===== config.mk =====
export PLATFORM = sky130hd
export DESIGN_NAME = gpio_mode_port
export DESIGN_NICKNAME = d
export VERILOG_FILES = /design/src/rtl/gpio_mode_pkg.sv /design/src/rtl/gpio_in_sync.sv /design/src/rtl/gpio_port_regs.sv /design/src/rtl/gpio_pin_cell.sv /design/src/rtl/gpio_mode_port.sv
export SDC_FILE = /design/constraint.sdc
export NUM_CORES = 1
export LEC_CHECK = 0
export BUFFER_PORTS_ARGS = -buffer_cell sky130_fd_sc_hd__buf_4
export CAP_MARGIN = 10
export CORE_UTILIZATION = 47
export CTS_CLUSTER_DIAMETER = 60
export CTS_CLUSTER_SIZE = 14
export DETAILED_ROUTE_END_ITERATION = 6
export MAX_ROUTING_LAYER = met4
export PLACE_DENSITY = 0.81
export RECOVER_POWER = 100
export SETUP_SLACK_MARGIN = 0.4
export SLEW_MARGIN = 20
export SYNTH_ARGS = -nofsm -noshare
export SYNTH_HDL_FRONTEND = slang
export SYNTH_SLANG_ARGS = --single-unit

===== constraint.sdc =====
create_clock -name clk -period 1.11 [get_ports clk]
set_input_delay 0.222 -clock clk [delete_from_list [all_inputs] [get_ports clk]]
set_output_delay 0.222 -clock clk [all_outputs]
set_load 0.02 [all_outputs]

===== src/rtl/gpio_mode_pkg.sv =====
package gpio_mode_pkg;

  localparam int MODE_W = 2;

  typedef enum logic [MODE_W-1:0] {
    PM_ALT     = 2'b00,
    PM_DRIVE   = 2'b01,
    PM_IN_PU   = 2'b10,
    PM_IN_FLT  = 2'b11
  } pin_mode_e;

  function automatic logic is_input_mode(input pin_mode_e m);
    return (m == PM_IN_PU) || (m == PM_IN_FLT);
  endfunction

endpackage


===== src/rtl/gpio_in_sync.sv =====
module gpio_in_sync #(
  parameter int WIDTH  = 8,
  parameter int STAGES = 2
) (
  input  logic             clk,
  input  logic             rst_n,
  input  logic [WIDTH-1:0] async_in,
  output logic [WIDTH-1:0] sync_out
);

  logic [WIDTH-1:0] chain [STAGES];

  generate
    for (genvar s = 0; s < STAGES; s++) begin : g_stage
      if (s == 0) begin : g_first
        always_ff @(posedge clk or negedge rst_n) begin
          if (!rst_n) chain[s] <= '0;
          else        chain[s] <= async_in;
        end
      end else begin : g_next
        always_ff @(posedge clk or negedge rst_n) begin
          if (!rst_n) chain[s] <= '0;
          else        chain[s] <= chain[s-1];
        end
      end
    end
  endgenerate

  assign sync_out = chain[STAGES-1];

endmodule


===== src/rtl/gpio_port_regs.sv =====
module gpio_port_regs #(
  parameter  int PINS  = 8,
  localparam int BUS_W = 2 * PINS
) (
  input  logic             clk,
  input  logic             rst_n,
  input  logic             we,
  input  logic             sel,
  input  logic [BUS_W-1:0] wdata,
  output logic [PINS-1:0]  latch_q,
  output logic [BUS_W-1:0] mode_q
);

  logic latch_we;
  logic mode_we;

  assign latch_we = we && !sel;
  assign mode_we  = we &&  sel;

  always_ff @(posedge clk or negedge rst_n) begin
    if (!rst_n)        latch_q <= '0;
    else if (latch_we) latch_q <= wdata[PINS-1:0];
  end

  always_ff @(posedge clk or negedge rst_n) begin
    if (!rst_n)       mode_q <= '0;
    else if (mode_we) mode_q <= wdata;
  end

endmodule


===== src/rtl/gpio_pin_cell.sv =====
module gpio_pin_cell
  import gpio_mode_pkg::*;
(
  input  logic [MODE_W-1:0] mode_bits,
  input  logic              latch_bit,
  input  logic              sync_bit,
  input  logic              alt_val,
  input  logic              alt_en,
  output logic              pad_val,
  output logic              pad_en,
  output logic              pad_pull,
  output logic              rd_bit
);

  pin_mode_e mode;
  assign mode = pin_mode_e'(mode_bits);

  always_comb begin
    pad_val  = 1'b0;
    pad_en   = 1'b0;
    pad_pull = 1'b0;
    unique case (mode)
      PM_ALT: begin
        pad_val = alt_val;
        pad_en  = alt_en;
      end
      PM_DRIVE: begin
        pad_val = latch_bit;
        pad_en  = 1'b1;
      end
      PM_IN_PU:  pad_pull = 1'b1;
      PM_IN_FLT: pad_pull = 1'b0;
      default: ;
    endcase
  end

  assign rd_bit = is_input_mode(mode) ? sync_bit : latch_bit;

endmodule


===== src/rtl/gpio_mode_port.sv =====
module gpio_mode_port
  import gpio_mode_pkg::*;
#(
  parameter  int PINS        = 8,
  parameter  int SYNC_STAGES = 2,
  localparam int BUS_W       = MODE_W * PINS
) (
  input  logic             clk,
  input  logic             rst_n,
  input  logic             bus_we,
  input  logic             bus_sel,
  input  logic [BUS_W-1:0] bus_wdata,
  output logic [BUS_W-1:0] bus_rdata,
  input  logic [PINS-1:0]  pin_in,
  input  logic [PINS-1:0]  alt_out,
  input  logic [PINS-1:0]  alt_oe,
  output logic [PINS-1:0]  pin_out,
  output logic [PINS-1:0]  pin_oe,
  output logic [PINS-1:0]  pin_pu
);

  logic [PINS-1:0]  latch_q;
  logic [BUS_W-1:0] mode_q;
  logic [PINS-1:0]  pin_sync;
  logic [PINS-1:0]  rd_bits;

  gpio_port_regs #(.PINS(PINS)) u_regs (
    .clk     (clk),
    .rst_n   (rst_n),
    .we      (bus_we),
    .sel     (bus_sel),
    .wdata   (bus_wdata),
    .latch_q (latch_q),
    .mode_q  (mode_q)
  );

  gpio_in_sync #(.WIDTH(PINS), .STAGES(SYNC_STAGES)) u_sync (
    .clk      (clk),
    .rst_n    (rst_n),
    .async_in (pin_in),
    .sync_out (pin_sync)
  );

  generate
    for (genvar n = 0; n < PINS; n++) begin : g_pin
      gpio_pin_cell u_cell (
        .mode_bits (mode_q[MODE_W*n +: MODE_W]),
        .latch_bit (latch_q[n]),
        .sync_bit  (pin_sync[n]),
        .alt_val   (alt_out[n]),
        .alt_en    (alt_oe[n]),
        .pad_val   (pin_out[n]),
        .pad_en    (pin_oe[n]),
        .pad_pull  (pin_pu[n]),
        .rd_bit    (rd_bits[n])
      );
    end
  endgenerate

  assign bus_rdata = bus_sel ? mode_q : {{(BUS_W-PINS){1'b0}}, rd_bits};

endmodule


* After elaboration in Yosys (flattened, before gate mapping) *
Index checks and enable logic that the tools add are counted.

word-level totals
  output and inout bits = 40
  register bits after elaboration = 40
  input port bits = 44
  word-level logic and storage cells = 80

operators by class
  eq/ne operators = 24
  multiplexer cells = 33
  reductions and logical operators = 19

operators by type and width
  operator            number
  $eq 2x2->1 const B  16
  $pmux 1 s2          16
  $eq 2x1->1 const B  8
  $logic_not 2->1     8
  $mux 1              16
  $mux 16             1
  $logic_or 1x1->1    8
  $logic_and 1x1->1   2
  $logic_not 1->1     1

* Logic depth before layout (Yosys ltp) *
Gate-level depths: netlist of run 1.

  word-level depth = 4
  mapped depth = 4
  gate-level depth less buffers = 2

* By module *
Synthesis of run 1 repeated with hierarchy kept, for this count alone.

unflattened totals
  cells, all modules = 142
  area, all modules = 1958.1 µm²

by module, submodules not included
  module          area an instance (µm²)  cells an instance  times used  sequential area each (µm²)
  gpio_port_regs  987.2                   52                 1           600.6
  gpio_in_sync    460.4                   24                 1           400.4
  gpio_pin_cell   42.5                    6                  8           0.0
  gpio_mode_port  170.2                   18                 1           0.0

* Least setup slack after synthesis of run 1 *
Ideal clock, no wire load.

  path kind = input -> output
  start point = input port bus_sel
  end point = output port bus_rdata[0]
  path slack = -0.141 ns
  arrival time = 1.029 ns
  stages = 3
  path buffers = 2
  data required time = 0.888 ns
  path through = buf_4 -> clkbuf_1 -> o21ai_0

between the ends
  longest elaborated chain between the ends = 1

ends and longest elaborated chain
  element      line                  text
  from (decl)  gpio_mode_port.sv:11  input logic bus_sel,
  $mux 16      gpio_mode_port.sv:60  assign bus_rdata = bus_sel ? mode_q : {{(BUS_W-PINS){1'b0}}, rd_bits};
  to (decl)    gpio_mode_port.sv:13  output logic [BUS_W-1:0] bus_rdata,

No other way between the ends.

* Worst setup path in the final report of run 1 *
  start point = register u_regs.mode_q[12]
  end point = output port pin_out[6]

between the ends
  longest elaborated chain between the ends = 2
  elaborated cells between the ends (all ways) = 3
  classes of those cells = 1 x eq/ne; 1 x mux; 1 x reduce/logical

ends and longest elaborated chain
  element                                               line                  text
  from (decl)                                           gpio_port_regs.sv:11  output logic [BUS_W-1:0] mode_q
  from (signal assigned)                                gpio_port_regs.sv:27  else if (mode_we) mode_q <= wdata;
  $eq 2x1->1 / $logic_not 2->1 (equally long branches)  gpio_pin_cell.sv:22   unique case (mode)
  $pmux 1 s2 *                                          gpio_pin_cell.sv:22
  to (decl)                                             gpio_mode_port.sv:17  output logic [PINS-1:0] pin_out,

Mark *: on every way between the ends. The rest lies on a longest branch, timed or not.

==> metrics.md, run 1 <==
| Metric | Value |
|---|---|
| Max Cap Viol | `0` |
| Yosys reg bits | `40` |
| Starting Density | `between 40% and 50%` |
| First-pass GRT wire length | `6396 um` |
| Normalized max-slew margin | `between 30% and 40%` |
| CP max stage delay | `~0.45 ns` |
| CP endpoint kind | `output port` |
| Critical path buffers and inverters | `1` |
| Total CTS buffers | `5` |
| Power Dens Cells | `1438 mW/mm2` |
| TritonCTS clock tree | `yes` |
| DR vias/cell | `4.879` |
| Worst Hold Class | `in -> reg` |
| P_leak | `1.499 nW` |
| Max frequency | `a little over 0.7 GHz` |
| Peak supply drop | `around 1.1 mV` |
| Initial antenna violation count | `0` |
| Synth top area share | `a little over 50%` |
| Synth top area cells | `dfrtp_1, buf_4, mux2i_1, mux2_2, mux2_4` |
| Largest area contributor in the netlist | `dfrtp_1` |
| DRC | `0` |
| Finished Core Util | `78.42%` |
| Global placer's final weighted congestion | `between 0.7 and 0.8` |
| CP cell instances | `mux2i_1 -> nor2_1 -> buf_4` |
| Seq/Total Area, Yosys | `about half` |
| Num ports | `between 80 and 90` |
| Worst-margin pin slew | `0.9546 ns` |
| CP arrival | `roughly 1.2 ns` |
| WL/cell | `between 10 and 15 um` |
| Layout cell share with drive strength beyond 1 | `70.16%` |
| Setup Crit Path Kind | `reg -> out` |
| Clock root buffer | `clkbuf_8` |
| Congestion Overflow GR | `0` |
| Cell row count | `23` |
| Fin. Hold Viols | `0` |
| Die height | `66.67 um` |
| Post-Layout Cell Count | `about 300` |
| Final Net Count | `292` |
| Vias in the first global route | `~1500` |
| Post-Synthesis Cell Area | `0.001966 mm2` |
| Die W | `between 60 and 70 um` |
| First drt pass iteration count | `4` |
| RSZ-0062 raised after global routing | `yes` |
| Leading cell type in the layout, fill and taps excluded | `buf_4` |
| Detailed Route Iter0 Violations | `27` |
| Syn_nets | `~210` |
| Routed Antenna Nets | `0` |
| Total wire length | `4296 um` |
| GRT Total Usage | `between 20% and 30%` |
| Core footprint | `0.004000 mm2` |
| Die area | `around 0.0044 mm2` |
| P&R area growth vs syn | `59.58%` |
| Clk_skew | `between 0.002 and 0.0025 ns` |
| Port Buffers | `83` |
| Synthesized area per cell | `around 12 um2` |
| Post-detail-place hpwl | `3018 um` |
| Final setup fails | `40` |
| Outcome | `complete, but fails checks` |
| Worst-Skew Late Latency | `between 0.2 and 0.3 ns` |
| Startpoint Class | `register` |
| Routed vias | `around 1500` |
| Tcrit/Tclk final | `124.9%` |
| Pin count of the biggest net entering global routing | `41` |
| Failing checks | `negative setup slack` |
| Reg clk slew, reported paths | `0.07 ns` |
| Yosys warns | `0` |
| Fin crit period | `about 1.4 ns` |
| Clock sinks | `40` |
| DP Area | `~0.0028 mm2` |
| Post-Syn Instances | `around 170` |
| Max clock buf depth | `2` |
| Slew Limit Fails | `0` |
| Post-route worst setup slack | `-0.2768 ns` |
| Post-route cell area | `about 0.0031 mm2` |
| Most frequent cells in the layout | `buf_4, buf_6, dfrtp_1` |
| Placed insts | `roughly 290` |
| Crit path max fanout | `3` |
| Ant diodes | `0` |
| Netlist cell types | `14` |
| Largest delay share family, worst path | `flip-flops` |
| H-Tree Depth | `2` |
| Tot Pwr | `roughly 4.5 mW` |
| Critical path's slowest cell | `dfrtp_1` |
| Req. time, crit path | `0.89 ns` |
-- worst register-to-register path, stage by stage, from the launching register on --
cell and delay [ns]:
dfrtp_1 0.41, buf_6 0.14, buf_6 0.11, mux2_4 0.24
-- metrics by stage --
| stage | TNS (ns) | hold WS [ns] | worst slack, ns |
|---|---|---|---|
| floorplan | 0 | -0.07359 | 0.1093 |
| global placement | -0.002987 | 0.2229 | -0.001928 |
| detailed placement | -0.1112 | 0.2290 | -0.03177 |
| CTS | -9.082 | -0.08266 | -0.2880 |
| global route | -10.62 | 0.05071 | -0.3342 |
| finish | -8.871 | 0.06229 | -0.2768 |
-- final timing paths --
path,start,to,slack (ns),depth (start not counted)
setup / recovery,u_regs.mode_q[12],pin_out[6],-0.28,3
hold / removal,pin_in[0],u_sync.chain[8],0.06,1
setup reg to reg,u_regs.mode_q[5],u_regs.mode_q[5],0.10,3
hold reg to reg,u_sync.chain[14],u_sync.sync_out[6],0.35,0
max in group asynchronous,rst_n,u_regs.mode_q[14],0.38,1
min in group asynchronous,rst_n,u_regs.mode_q[6],0.08,1
-- flip-flops by register name, summed over array words and instances (netlist names) --
register,flops
u_sync.sync_out,8
u_regs.latch_q,8
u_regs.mode_q,16
u_sync.chain,8
-- cells by family after synthesis --
logic type      after synthesis  share of synthesized area (%)
compound gates                8                          2.037
simple gates                 50                          12.09
mux                          40                          23.81
flops                        40                          50.92
buf+inv                      29                          11.14
-- layout make-up --
class                      instances  area, um2
tap                               50      62.56
sequential                        40       1007
clock inverter                     2      12.51
clock buffer                       5      68.82
timing repair buffer             103      949.7
fill                             260      863.3
multi-input combinational         98       1036
-- power breakdown --
part | internal [mW] | switching, mW | total [mW] | leakage (nW)
combinational | 1.03 | 0.792 | 1.82 | 0.996
sequential | 1.62 | 0.183 | 1.80 | 0.463
clock | 0.425 | 0.463 | 0.888 | 0.0400
total | 3.07 | 1.44 | 4.51 | 1.50
-- timing repair --
action                     in CTS  in global routing
hold endpoints to repair       40                 40
setup buffers                   3                  3
setup endpoints to repair      64                 64
pin swaps                       7                  6
resized for setup              50                 31
-- synthesized netlist by cell type (all sizes together) --
library cell	n
dfrtp	40
buf	28
mux2	24
nor2	24
mux2i	16
nand2	9
nor2b	9
and2	8
o21ai	8
clkbuf	1
-- routing by layer --
metal | global-route usage [%] | vias up | wire length [um]
met1 | 21.19 | 700 | 1661
met2 | 36.99 | 61 | 2302
met5 | - | - | 0
met4 | 7.979 | 0 | 31
li1 | - | 689 | -
met3 | 3.938 | 4 | 302
Note: power is estimated with default switching activity, not from simulation.
==> inputs of run 2 (changes only) <==
--- a/config.mk
+++ b/config.mk
@@ -13,9 +13,8 @@
 export DETAILED_ROUTE_END_ITERATION = 6
 export MAX_ROUTING_LAYER = met4
 export PLACE_DENSITY = 0.81
-export RECOVER_POWER = 100
 export SETUP_SLACK_MARGIN = 0.4
-export SLEW_MARGIN = 20
+export SLEW_MARGIN = 15
 export SYNTH_ARGS = -nofsm -noshare
 export SYNTH_HDL_FRONTEND = slang
 export SYNTH_SLANG_ARGS = --single-unit
==> constraint.sdc (replaced) <==
create_clock -name clk -period 1.3 [get_ports clk]
set_input_delay 0.26 -clock clk [delete_from_list [all_inputs] [get_ports clk]]
set_output_delay 0.26 -clock clk [all_outputs]
set_load 0.02 [all_outputs]
==> metrics.md, run 2 (synthesized netlist as in run 1, its figures left out) <==
| Metric | Value |
|---|---|
| Outcome | `complete, but fails checks (unchanged)` |
| Failing checks | `negative setup slack (unchanged)` |
| H-Tree Depth | `2 (unchanged)` |
| Fillers | `212 (was 260)` |
| Most frequent cells in the layout | `buf_4, buf_6, dfrtp_1 (unchanged)` |
| Reg clk slew, reported paths | `0.08 ns (was 0.07 ns)` |
| Post-detail-place hpwl | `2909 um (was 3018 um)` |
| DRC | `0 (unchanged)` |
| First-pass GRT wire length | `6865 um (was 6396 um)` |
| Multi-input gate area | `0.001114 mm2 (was 0.001036 mm2)` |
| Final Net Count | `297 (was 292)` |
| Hold WS | `0.06137 ns (was 0.06229 ns)` |
| Worst-margin pin slew | `0.3630 ns (was 0.9546 ns)` |
| Total wire length | `4903 um (was 4296 um)` |
| Critical path's slowest cell | `dfrtp_1 (unchanged)` |
| Max frequency | `a little under 0.7 GHz` |
| Slew Limit Fails | `0 (unchanged)` |
| Sequential share of power | `37.9% (was 40.0%)` |
| DP Area | `0.002684 mm2 (was 0.002768 mm2)` |
| Fin. Hold Viols | `0 (unchanged)` |
| Worst reg2reg startpoint | `u_regs.mode_q[14] (was u_regs.mode_q[5])` |
| RSZ-0062 raised after global routing | `yes (unchanged)` |
| CP cell instances | `mux2i_2 -> o21ai_4 -> buf_6 (was mux2i_1 -> nor2_1 -> buf_4)` |
| Req. time, crit path | `1.04 ns (was 0.89 ns)` |
| Tcrit/Tclk final | `112.1%` |
| Worst r2r path cells | `3 (unchanged)` |
| DR vias/cell | `4.826 (was 4.879)` |
| Layout cell share with drive strength beyond 1 | `77.56% (was 70.16%)` |
| Clock power share | `20.7% (was 19.7%)` |
| Port Buffers | `83 (unchanged)` |
| CP endpoint kind | `output port (unchanged)` |
| Clk_skew | `0.004094 ns (was 0.002381 ns)` |
| Max Cap Viol | `0 (unchanged)` |
| Crit path max fanout | `3 (unchanged)` |
| First drt pass iteration count | `4 (unchanged)` |
| Clock root buffer | `clkbuf_8 (unchanged)` |
| Power Dens Cells | `1245 mW/mm2 (was 1438 mW/mm2)` |
| Max reg flops | `16 (unchanged)` |
| CP arrival | `1.20 ns (was 1.16 ns)` |
| Startpoint Class | `register (unchanged)` |
| Fin crit period | `roughly 1.5 ns` |
| Post-route worst setup slack | `-0.1570 ns (was -0.2768 ns)` |
| Worst-Skew Late Latency | `0.30 ns (was 0.28 ns)` |
| Tot Pwr | `4.116 mW (was 4.510 mW)` |
| Die area | `0.004445 mm2 (unchanged)` |
| Hold Path End | `u_sync.chain[13] (was u_sync.chain[8])` |
| Congestion Overflow GR | `0 (unchanged)` |
| Hold path depth | `1 (unchanged)` |
| Most flops, register | `u_regs.mode_q (unchanged)` |
| Leading cell type in the layout, fill and taps excluded | `buf_4 (unchanged)` |
| WL/cell | `16.13 um (was 14.42 um)` |
| Max clock buf depth | `2 (unchanged)` |
| Initial antenna violation count | `0 (unchanged)` |
| Total CTS buffers | `5 (unchanged)` |
| Largest delay share family, worst path | `flip-flops (unchanged)` |
| Cell row count | `23 (unchanged)` |
| Num ports | `84 (unchanged)` |
| P&R area growth vs syn | `68.17% (was 59.58%)` |
| Setup TNS | `-3.217 ns (was -8.871 ns)` |
| Post-route cell area | `0.003306 mm2 (was 0.003137 mm2)` |
| Pin count of the biggest net entering global routing | `41 (unchanged)` |
| Ant diodes | `0 (unchanged)` |
| CP max stage delay | `0.42 ns (was 0.45 ns)` |
| Switching Share | `32.22% (was 31.87%)` |
| Finished Core Util | `82.64% (was 78.42%)` |
| R2R Setup Slk | `0.26 ns (was 0.10 ns)` |
| Die W | `66.67 um (unchanged)` |
| Starting Density | `49.14% (unchanged)` |
| Critical path buffers and inverters | `1 (unchanged)` |
| Detailed Route Iter0 Violations | `41 (was 27)` |
| Worst Hold Class | `in -> reg (unchanged)` |
| Normalized max-slew margin | `75.80% (was 36.36%)` |
| Clock sinks | `40 (unchanged)` |
| TritonCTS clock tree | `yes (unchanged)` |
| Die height | `66.67 um (unchanged)` |
| Routed Antenna Nets | `0 (unchanged)` |
| Core footprint | `0.004000 mm2 (unchanged)` |
| Setup Crit Path Kind | `reg -> out (unchanged)` |
| Vias in the first global route | `1458 (was 1479)` |
| Worst reg2reg path endpoint | `u_regs.mode_q[14] (was u_regs.mode_q[5])` |
| Global placer's final weighted congestion | `0.7220 (was 0.7007)` |
| Net Sw Power | `1.326 mW (was 1.437 mW)` |
| Final setup fails | `36 (was 40)` |
| Routed vias | `1467 (was 1454)` |
| Peak supply drop | `0.8252 mV (was 1.054 mV)` |
| Comb power frac | `41.4% (was 40.3%)` |
| Hold wc startpoint | `pin_in[5] (was pin_in[0])` |
| Int Pwr | `2.790 mW (was 3.073 mW)` |
| GRT Total Usage | `22.62% (was 20.23%)` |
| P_leak | `1.588 nW (was 1.499 nW)` |
| Total area of sequential cells | `0.001011 mm2 (was 0.001007 mm2)` |
-- run 2: changes by cell type in the layout (fill, tap and decap cells not counted), sizes merged --
cell         previous run  this run
clkinv                  1         2
buf                    92       107
clkbuf                 16         6
clkinvlp                1         0
dlygate4sd3             0         1
-- run 2: cell type report --
class	instances	share of cell area, %
multi-input combinational	98	33.69
timing repair buffer	108	31.04
sequential	40	30.58
clock buffer	6	2.498
tap	50	1.893
clock inverter	2	0.3028
-- run 2: timing repair --
action	in CTS	in global routing
hold buffers	1	0
setup endpoints to repair	53	91
gates resized for setup	66	51
endpoints found under the hold margin	40	0
buffers inserted	7	6
pin swaps	6	6
cloned	0	0
-- run 2: power groups by stage --
stage                     Combinational (mW)  Sequential (mW)  Clock, mW
after floorplan                        0.890             1.52          0
after global placement                  1.23             1.53          0
after detailed placement                1.24             1.54          0
after CTS                               1.49             1.54      0.879
after global routing                    1.79             1.57      0.924
final                                   1.70             1.56      0.853
-- run 2: through the flow --
step / setup WS [ns] / instances
global placement: 0.03988 / 282
floorplan: 0.2608 / 167
global route: -0.2077 / 304
CTS: -0.1529 / 298
detailed placement: 0.02718 / 282
finish: -0.1570 / 304
-- run 2: worst max path at each step --
stage	to	slack, ns	depth (start not counted)	start
global placement	bus_rdata[5]	0.04	5	bus_sel
global route	bus_rdata[3]	-0.21	3	u_regs.mode_q[7]
floorplan	bus_rdata[0]	0.26	2	u_regs.mode_q[1]
finish	bus_rdata[6]	-0.16	3	u_regs.mode_q[13]
CTS	bus_rdata[1]	-0.15	3	u_regs.mode_q[3]
detailed placement	bus_rdata[2]	0.03	5	bus_sel
-- run 2: per-layer routing --
metal | part of all wire (%) | track usage, % | wire (um)
met2 | 56 | 38.38 | 2746
met5 | 0 | - | 0
met1 | 38 | 24.67 | 1853
met3 | 5.3 | 5.479 | 262
met4 | 0.84 | 11.17 | 41
